--- config.mk ---
export PLATFORM = sky130hd
export DESIGN_NAME = payload_deframer
export DESIGN_NICKNAME = d
export VERILOG_FILES = /design/src/rtl/deframer_pkg.sv /design/src/rtl/deframer_marker.sv /design/src/rtl/deframer_index_vote.sv /design/src/rtl/payload_deframer.sv
export SDC_FILE = /design/constraint.sdc
export NUM_CORES = 1
export LEC_CHECK = 0
export BUFFER_PORTS_ARGS = -buffer_cell sky130_fd_sc_hd__buf_2
export CAP_MARGIN = 20
export CORE_MARGIN = 2
export CORE_UTILIZATION = 59
export DETAILED_ROUTE_END_ITERATION = 16
export PLACE_DENSITY = 0.8
export REMOVE_ABC_BUFFERS = 1
export SYNTH_ARGS = -nofsm -noshare
export SYNTH_HDL_FRONTEND = slang
export SYNTH_SLANG_ARGS = --single-unit
--- constraint.sdc ---
create_clock -name clk -period 3.2 [get_ports clk]
set_input_delay 0.16 -clock clk [delete_from_list [all_inputs] [get_ports clk]]
set_output_delay 0.16 -clock clk [all_outputs]
set_load 0.01 [all_outputs]
--- src/rtl/deframer_pkg.sv ---
package deframer_pkg;

    typedef enum logic [1:0] {
        ST_IDLE = 2'd0,
        ST_HUNT = 2'd1,
        ST_HDR  = 2'd2,
        ST_PAY  = 2'd3
    } dfr_state_e;

    typedef struct packed {
        logic wr;
        logic dat;
    } dfr_wr_t;

    function automatic logic maj3(input logic a, input logic b, input logic c);
        return (a & b) | (a & c) | (b & c);
    endfunction

endpackage

--- src/rtl/deframer_marker.sv ---
module deframer_marker #(
    parameter int CODE_W = 16
) (
    input  logic              clk,
    input  logic              rst,
    input  logic              clear,
    input  logic              shift,
    input  logic              bit_in,
    input  logic [CODE_W-1:0] code,
    output logic              hit
);
    localparam int FILL_W = $clog2(CODE_W + 1);

    logic [CODE_W-1:0] win;
    logic [CODE_W-1:0] win_nxt;
    logic [FILL_W-1:0] fill;
    logic              full_nxt;

    always_comb begin
        win_nxt  = {win[CODE_W-2:0], bit_in};
        full_nxt = (fill >= FILL_W'(CODE_W - 1));
        hit      = shift && full_nxt && (win_nxt == ~code);
    end

    always_ff @(posedge clk) begin
        if (rst || clear) begin
            win  <= '0;
            fill <= '0;
        end else if (shift) begin
            win <= win_nxt;
            if (fill != FILL_W'(CODE_W))
                fill <= fill + FILL_W'(1);
        end
    end

endmodule

--- src/rtl/deframer_index_vote.sv ---
module deframer_index_vote
    import deframer_pkg::*;
#(
    parameter int IDX_W = 16,
    parameter int POS_W = 10,
    parameter int OFF0  = 0,
    parameter int OFF1  = 16,
    parameter int OFF2  = 32
) (
    input  logic             clk,
    input  logic             rst,
    input  logic             take,
    input  logic [POS_W-1:0] pos,
    input  logic             bit_in,
    input  logic             vote,
    output logic [IDX_W-1:0] idx_out,
    output logic             idx_valid
);
    logic [2:0][IDX_W-1:0] copies;
    logic [IDX_W-1:0]      voted;

    for (genvar k = 0; k < 3; k++) begin : g_copy
        localparam int OFF = (k == 0) ? OFF0 : (k == 1) ? OFF1 : OFF2;
        logic [IDX_W-1:0] r;
        logic [POS_W:0]   rel;
        logic             in_win;

        always_comb begin
            rel    = {1'b0, pos} - (POS_W + 1)'(OFF);
            in_win = (rel < (POS_W + 1)'(IDX_W));
        end

        always_ff @(posedge clk) begin
            if (rst)
                r <= '0;
            else if (take && in_win)
                r <= {r[IDX_W-2:0], bit_in};
        end

        assign copies[k] = r;
    end

    for (genvar b = 0; b < IDX_W; b++) begin : g_vote
        assign voted[b] = maj3(copies[0][b], copies[1][b], copies[2][b]);
    end

    always_ff @(posedge clk) begin
        if (rst) begin
            idx_out   <= '0;
            idx_valid <= 1'b0;
        end else begin
            idx_valid <= vote;
            if (vote)
                idx_out <= voted;
        end
    end

endmodule

--- src/rtl/payload_deframer.sv ---
module payload_deframer
    import deframer_pkg::*;
#(
    parameter int CODE_W   = 16,
    parameter int HDR_BITS = 144,
    parameter int PAY_BITS = 800,
    parameter int IDX_W    = 16,
    parameter int IDX_OFF0 = 0,
    parameter int IDX_OFF1 = 16,
    parameter int IDX_OFF2 = 32,
    parameter int TO_W     = 16
) (
    input  logic              clk,
    input  logic              rst,
    input  logic              sync_lock,
    input  logic              bit_valid,
    input  logic              bit_in,
    input  logic [CODE_W-1:0] id_code,
    input  logic [TO_W-1:0]   timeout_bits,
    input  logic              fifo_full,
    output logic              fifo_wr,
    output logic              fifo_bit,
    output logic              overflow,
    output logic              false_acq,
    output logic              packet_done,
    output logic              deframe_active,
    output logic [IDX_W-1:0]  pkt_index,
    output logic              index_valid
);
    localparam int MAX_LEN = (HDR_BITS > PAY_BITS) ? HDR_BITS : PAY_BITS;
    localparam int POS_W   = $clog2(MAX_LEN);

    dfr_state_e        state;
    logic [TO_W-1:0]   post_cnt;
    logic [TO_W-1:0]   cnt_nxt;
    logic [POS_W-1:0]  pos;
    dfr_wr_t           wr_q;
    logic              vote_q;
    logic              hunt_take;
    logic              hdr_take;
    logic              marker_clear;
    logic              marker_hit;

    always_comb begin
        hunt_take    = bit_valid && (state == ST_HUNT);
        hdr_take     = bit_valid && (state == ST_HDR);
        marker_clear = sync_lock && (state == ST_IDLE);
        cnt_nxt      = post_cnt + TO_W'(1);
    end

    deframer_marker #(
        .CODE_W (CODE_W)
    ) u_marker (
        .clk    (clk),
        .rst    (rst),
        .clear  (marker_clear),
        .shift  (hunt_take),
        .bit_in (bit_in),
        .code   (id_code),
        .hit    (marker_hit)
    );

    deframer_index_vote #(
        .IDX_W (IDX_W),
        .POS_W (POS_W),
        .OFF0  (IDX_OFF0),
        .OFF1  (IDX_OFF1),
        .OFF2  (IDX_OFF2)
    ) u_vote (
        .clk       (clk),
        .rst       (rst),
        .take      (hdr_take),
        .pos       (pos),
        .bit_in    (bit_in),
        .vote      (vote_q),
        .idx_out   (pkt_index),
        .idx_valid (index_valid)
    );

    always_ff @(posedge clk) begin
        if (rst) begin
            state       <= ST_IDLE;
            post_cnt    <= '0;
            pos         <= '0;
            wr_q        <= '0;
            vote_q      <= 1'b0;
            overflow    <= 1'b0;
            false_acq   <= 1'b0;
            packet_done <= 1'b0;
        end else begin
            wr_q.wr     <= 1'b0;
            vote_q      <= 1'b0;
            false_acq   <= 1'b0;
            packet_done <= 1'b0;
            if (wr_q.wr && fifo_full)
                overflow <= 1'b1;

            unique case (state)
                ST_IDLE: begin
                    if (sync_lock) begin
                        state    <= ST_HUNT;
                        post_cnt <= '0;
                    end
                end
                ST_HUNT: begin
                    if (bit_valid) begin
                        post_cnt <= cnt_nxt;
                        if (marker_hit) begin
                            state <= ST_HDR;
                            pos   <= '0;
                        end else if (cnt_nxt >= timeout_bits) begin
                            state     <= ST_IDLE;
                            false_acq <= 1'b1;
                        end
                    end
                end
                ST_HDR: begin
                    if (bit_valid) begin
                        wr_q.wr  <= 1'b1;
                        wr_q.dat <= bit_in;
                        if (pos == POS_W'(HDR_BITS - 1)) begin
                            state  <= ST_PAY;
                            pos    <= '0;
                            vote_q <= 1'b1;
                        end else begin
                            pos <= pos + POS_W'(1);
                        end
                    end
                end
                ST_PAY: begin
                    if (bit_valid) begin
                        wr_q.wr  <= 1'b1;
                        wr_q.dat <= bit_in;
                        if (pos == POS_W'(PAY_BITS - 1)) begin
                            state       <= ST_IDLE;
                            pos         <= '0;
                            packet_done <= 1'b1;
                        end else begin
                            pos <= pos + POS_W'(1);
                        end
                    end
                end
                default: state <= ST_IDLE;
            endcase
        end
    end

    assign fifo_wr        = wr_q.wr;
    assign fifo_bit       = wr_q.dat;
    assign deframe_active = (state != ST_IDLE);

endmodule

==> impl_results.md <==
* Worst path bufs/invs at 0
* CTS sink count at 119
* Util after Layout at 0.711
* Mapped Cells at 654
* TritonCTS buffer count at 17
* Multi-input gate area at 2940 µm²
* Internal Power at 2.68 mW
* Status: finished, final reports clean
* Reg2Reg Depth at 11
* Hold crit path type: in -> reg
* Peak fanout along the critical path at 7
* Sw Ratio at 0.241
* Fill count at 676
* Register bit total from synthesis at 119
* DIE AREA at 10300 µm²
* Hold_ws at 0.0943 ns
* Critical-path cell list: and3_1 -> nand3_1 -> nor3_2 -> and3_1 -> xor2_1 -> ha_1 -> a21o_1 -> a21o_1 -> a221oi_1 -> nand4b_1 -> a31oi_1
* Initial DRC count at 268
* Skew-Pair Late Insertion Delay at 0.52 ns
* Worst Hold End: post_cnt[12]
* P_sw at 0.852 mW
* Largest net degree at the start of global routing at 66
* Max Buffers Root-to-Sink at 2
* GP Congestion at 0.824
* Seq pwr share at 0.422
* Placement Cell Area at 5890 µm²
* Ports at 61
* CTS tree: done
* Yosys warning count at 0
* Area growth syn-to-layout at 17.0%
* Placed cells at 797
* FMAX at 350 MHz
* Comb pwr share at 0.039
* Post-synth EDFFs at 0
* Syn Area/Cell at 8.54 µm²
* Total GRT Usage at 0.242
* CP top delay family: simple AND/OR/NAND/NOR gates
* R2r startpoint: post_cnt[2]
* Antenna Nets Post-Route at 0
* Share of cells above drive strength 1 at 0.154
* Unrepaired setup endpoints after global routing: no
* Die Height at 101 µm
* HPWL Detailed at 7.64 mm
* Initial antenna violation count at 0
* Max-cap violations at 0
* Die W at 101 µm
* Asr flop ratio synth at 0
* Clk pwr share at 0.539
* Setup violators final at 0
* First-pass GRT wire length at 20.1 mm
* FF-to-FF setup slack at 0.35 ns
* Drt wl/cell at 14.0 µm
* Crit start category: flop
* Number of global-route vias before repair at 4510
* Register area at 2380 µm²
* FF-to-FF End: state[0]
* Clock root cell: clkbuf_8
* Worst Hold Depth at 4
* Max Clock Skew at 0.00768 ns
* Synth unique cells at 53
* Worst-margin pin slew at 0.711 ns
* I/O Buffers at 60
* Vias per cell at 5.72
* Commonest non-fill, non-tap cell in the layout: dfxtp_1
* Htree depth at 4
* Most frequent cells in the layout: dfxtp_1, nand2_1, nor2_1, buf_2, a21oi_1
* Prevailing post-synth register cell: dfxtp_1
* Slowest Stage Delay on Critical Path at 0.43 ns
* TritonRoute pass-1 iters at 5
* Tcrit/Tclk final at 0.892
* Dpl ws at 0.330 ns
* Site row count at 35
* Min setup slack post-route at 0.345 ns
* Worst rel slew slack at 0.526
* CP required at 3.64 ns
* CP max-delay cell: dfxtp_1
* Drt drc at 0
* Syn Std Cell Area at 5590 µm²
* Final TNS setup at 0 ns
* Total power at 3.53 mW
* CTS clk-pin slew, worst paths at 0.06 ns
* Critical path class: reg -> reg
* Leak at 2.65 nW
* Final hold vios at 0
* Design area at 6540 µm²
* Via count at 4763
* Inserted Diodes at 0
* Total gr overflow at 0
* Final std cells w/o fill at 833
* Sequential area share after synthesis at 0.426
* Final nets at 772
* Arrival time worst endpoint at 3.30 ns
* Slew Limit Fails at 0
* Final wirelength at 11.7 mm
* Worst Setup End Kind: flop
* Tmin final at 2.85 ns
* HP Start: sync_lock
* Initial Util at 0.607
* PD cells at 540 nW/µm²
* Core area at 9200 µm²
* Peak supply drop at 0.361 mV
final cells by class:
| type | count | area share |
|---|---|---|
| Timing Repair Buffer | 70 | 0.0597 |
| Tap cell | 111 | 0.0212 |
| Clock buffer | 17 | 0.0633 |
| Sequential cell | 119 | 0.364 |
| Clock inverter | 15 | 0.0278 |
| Inverter | 23 | 0.0132 |
| Multi-Input combinational cell | 478 | 0.450 |
sequential cells by signal (all words and copies together), names as in the netlist, 5 cells and up, named ones only:
register,count
pos,10
post_cnt,16
u_marker.fill,5
u_marker.win,15
u_vote.g_copy.r,48
u_vote.idx_out,16
worst min-delay path: cells and delay by family:
family / cells / cell delay [ns]
and+or+nand+nor: 2 / 0.19
buffers and inverters: 1 / 0.11
AOI/OAI and AO/OA: 1 / 0.11
worst max path at each step:
stage | endpoint | startpoint | cells past startpoint | slack (ns)
floorplan | state[0] | post_cnt[2] | 11 | 0.50
global placement | state[0] | post_cnt[2] | 11 | 0.48
detailed placement | state[0] | post_cnt[2] | 11 | 0.33
CTS | state[0] | post_cnt[2] | 11 | 0.30
global route | state[0] | post_cnt[2] | 11 | 0.03
finish | state[0] | post_cnt[2] | 11 | 0.35
what timing repair did:
item,CTS,global route
setup endpoints to repair,0,1
endpoints found under the hold margin,4,0
resized for setup,0,1
buffers inserted,0,0
hold buffers,3,0
cells in the mapped netlist, types with 2 or more instances:
cell / count / area (µm²)
nor3_4: 2 / 32.5
xnor2_1: 20 / 175
a311oi_1: 23 / 201
nand3b_1: 2 / 15.0
buf_6: 2 / 22.5
xor2_1: 14 / 123
a211oi_1: 2 / 15.0
a31oi_1: 3 / 18.8
nand3_1: 16 / 80.1
mux2i_1: 33 / 330
a221oi_1: 2 / 17.5
nand2_2: 2 / 12.5
ha_1: 25 / 313
nor3b_1: 2 / 15.0
o211ai_1: 3 / 22.5
buf_2: 3 / 15.0
nor3_1: 9 / 45.0
o21ai_1: 2 / 10.0
o21ai_0: 25 / 125
and3_1: 8 / 50.1
nand2b_1: 3 / 18.8
nand2_1: 97 / 364
buf_12: 2 / 40.0
inv_1: 23 / 86.3
a21oi_1: 50 / 250
nor4_1: 3 / 18.8
and2_1: 2 / 12.5
or3_1: 7 / 43.8
a22oi_1: 8 / 60.1
dfxtp_1: 119 / 2380
nand4_1: 9 / 56.3
a21o_1: 3 / 22.5
nor2_1: 84 / 315
clkbuf_1: 27 / 101
per-layer routing:
layer	track usage	routed length, µm
met1	0.301	5250
met3	0.0559	486
met5	0	0
met4	0.0800	163
met2	0.414	5770
power by group through the flow:
stage / Clock [mW] / Combinational (mW) / Sequential (mW)
after floorplan: 0 / 0.0628 / 1.52
after global placement: 0 / 0.129 / 1.52
after detailed placement: 0 / 0.133 / 1.52
after CTS: 1.92 / 0.137 / 1.49
after global routing: 1.99 / 0.154 / 1.49
final: 1.90 / 0.138 / 1.49
cells by family (layout without fill, tap and decap cells):
| group | count (synthesis) | count (layout) | synth area share |
|---|---|---|---|
| DFF | 119 | 119 | 0.426 |
| and+or+nand+nor | 257 | 257 | 0.211 |
| xor gates and xnor gates | 35 | 35 | 0.0562 |
| AOI/OAI and AO/OA | 128 | 128 | 0.144 |
| muxes | 33 | 33 | 0.0591 |
| adders and majority gates | 25 | 25 | 0.0560 |
| buffers and inverters | 57 | 125 | 0.0475 |
No activity file was read; power rests on OpenSTA's default activity.
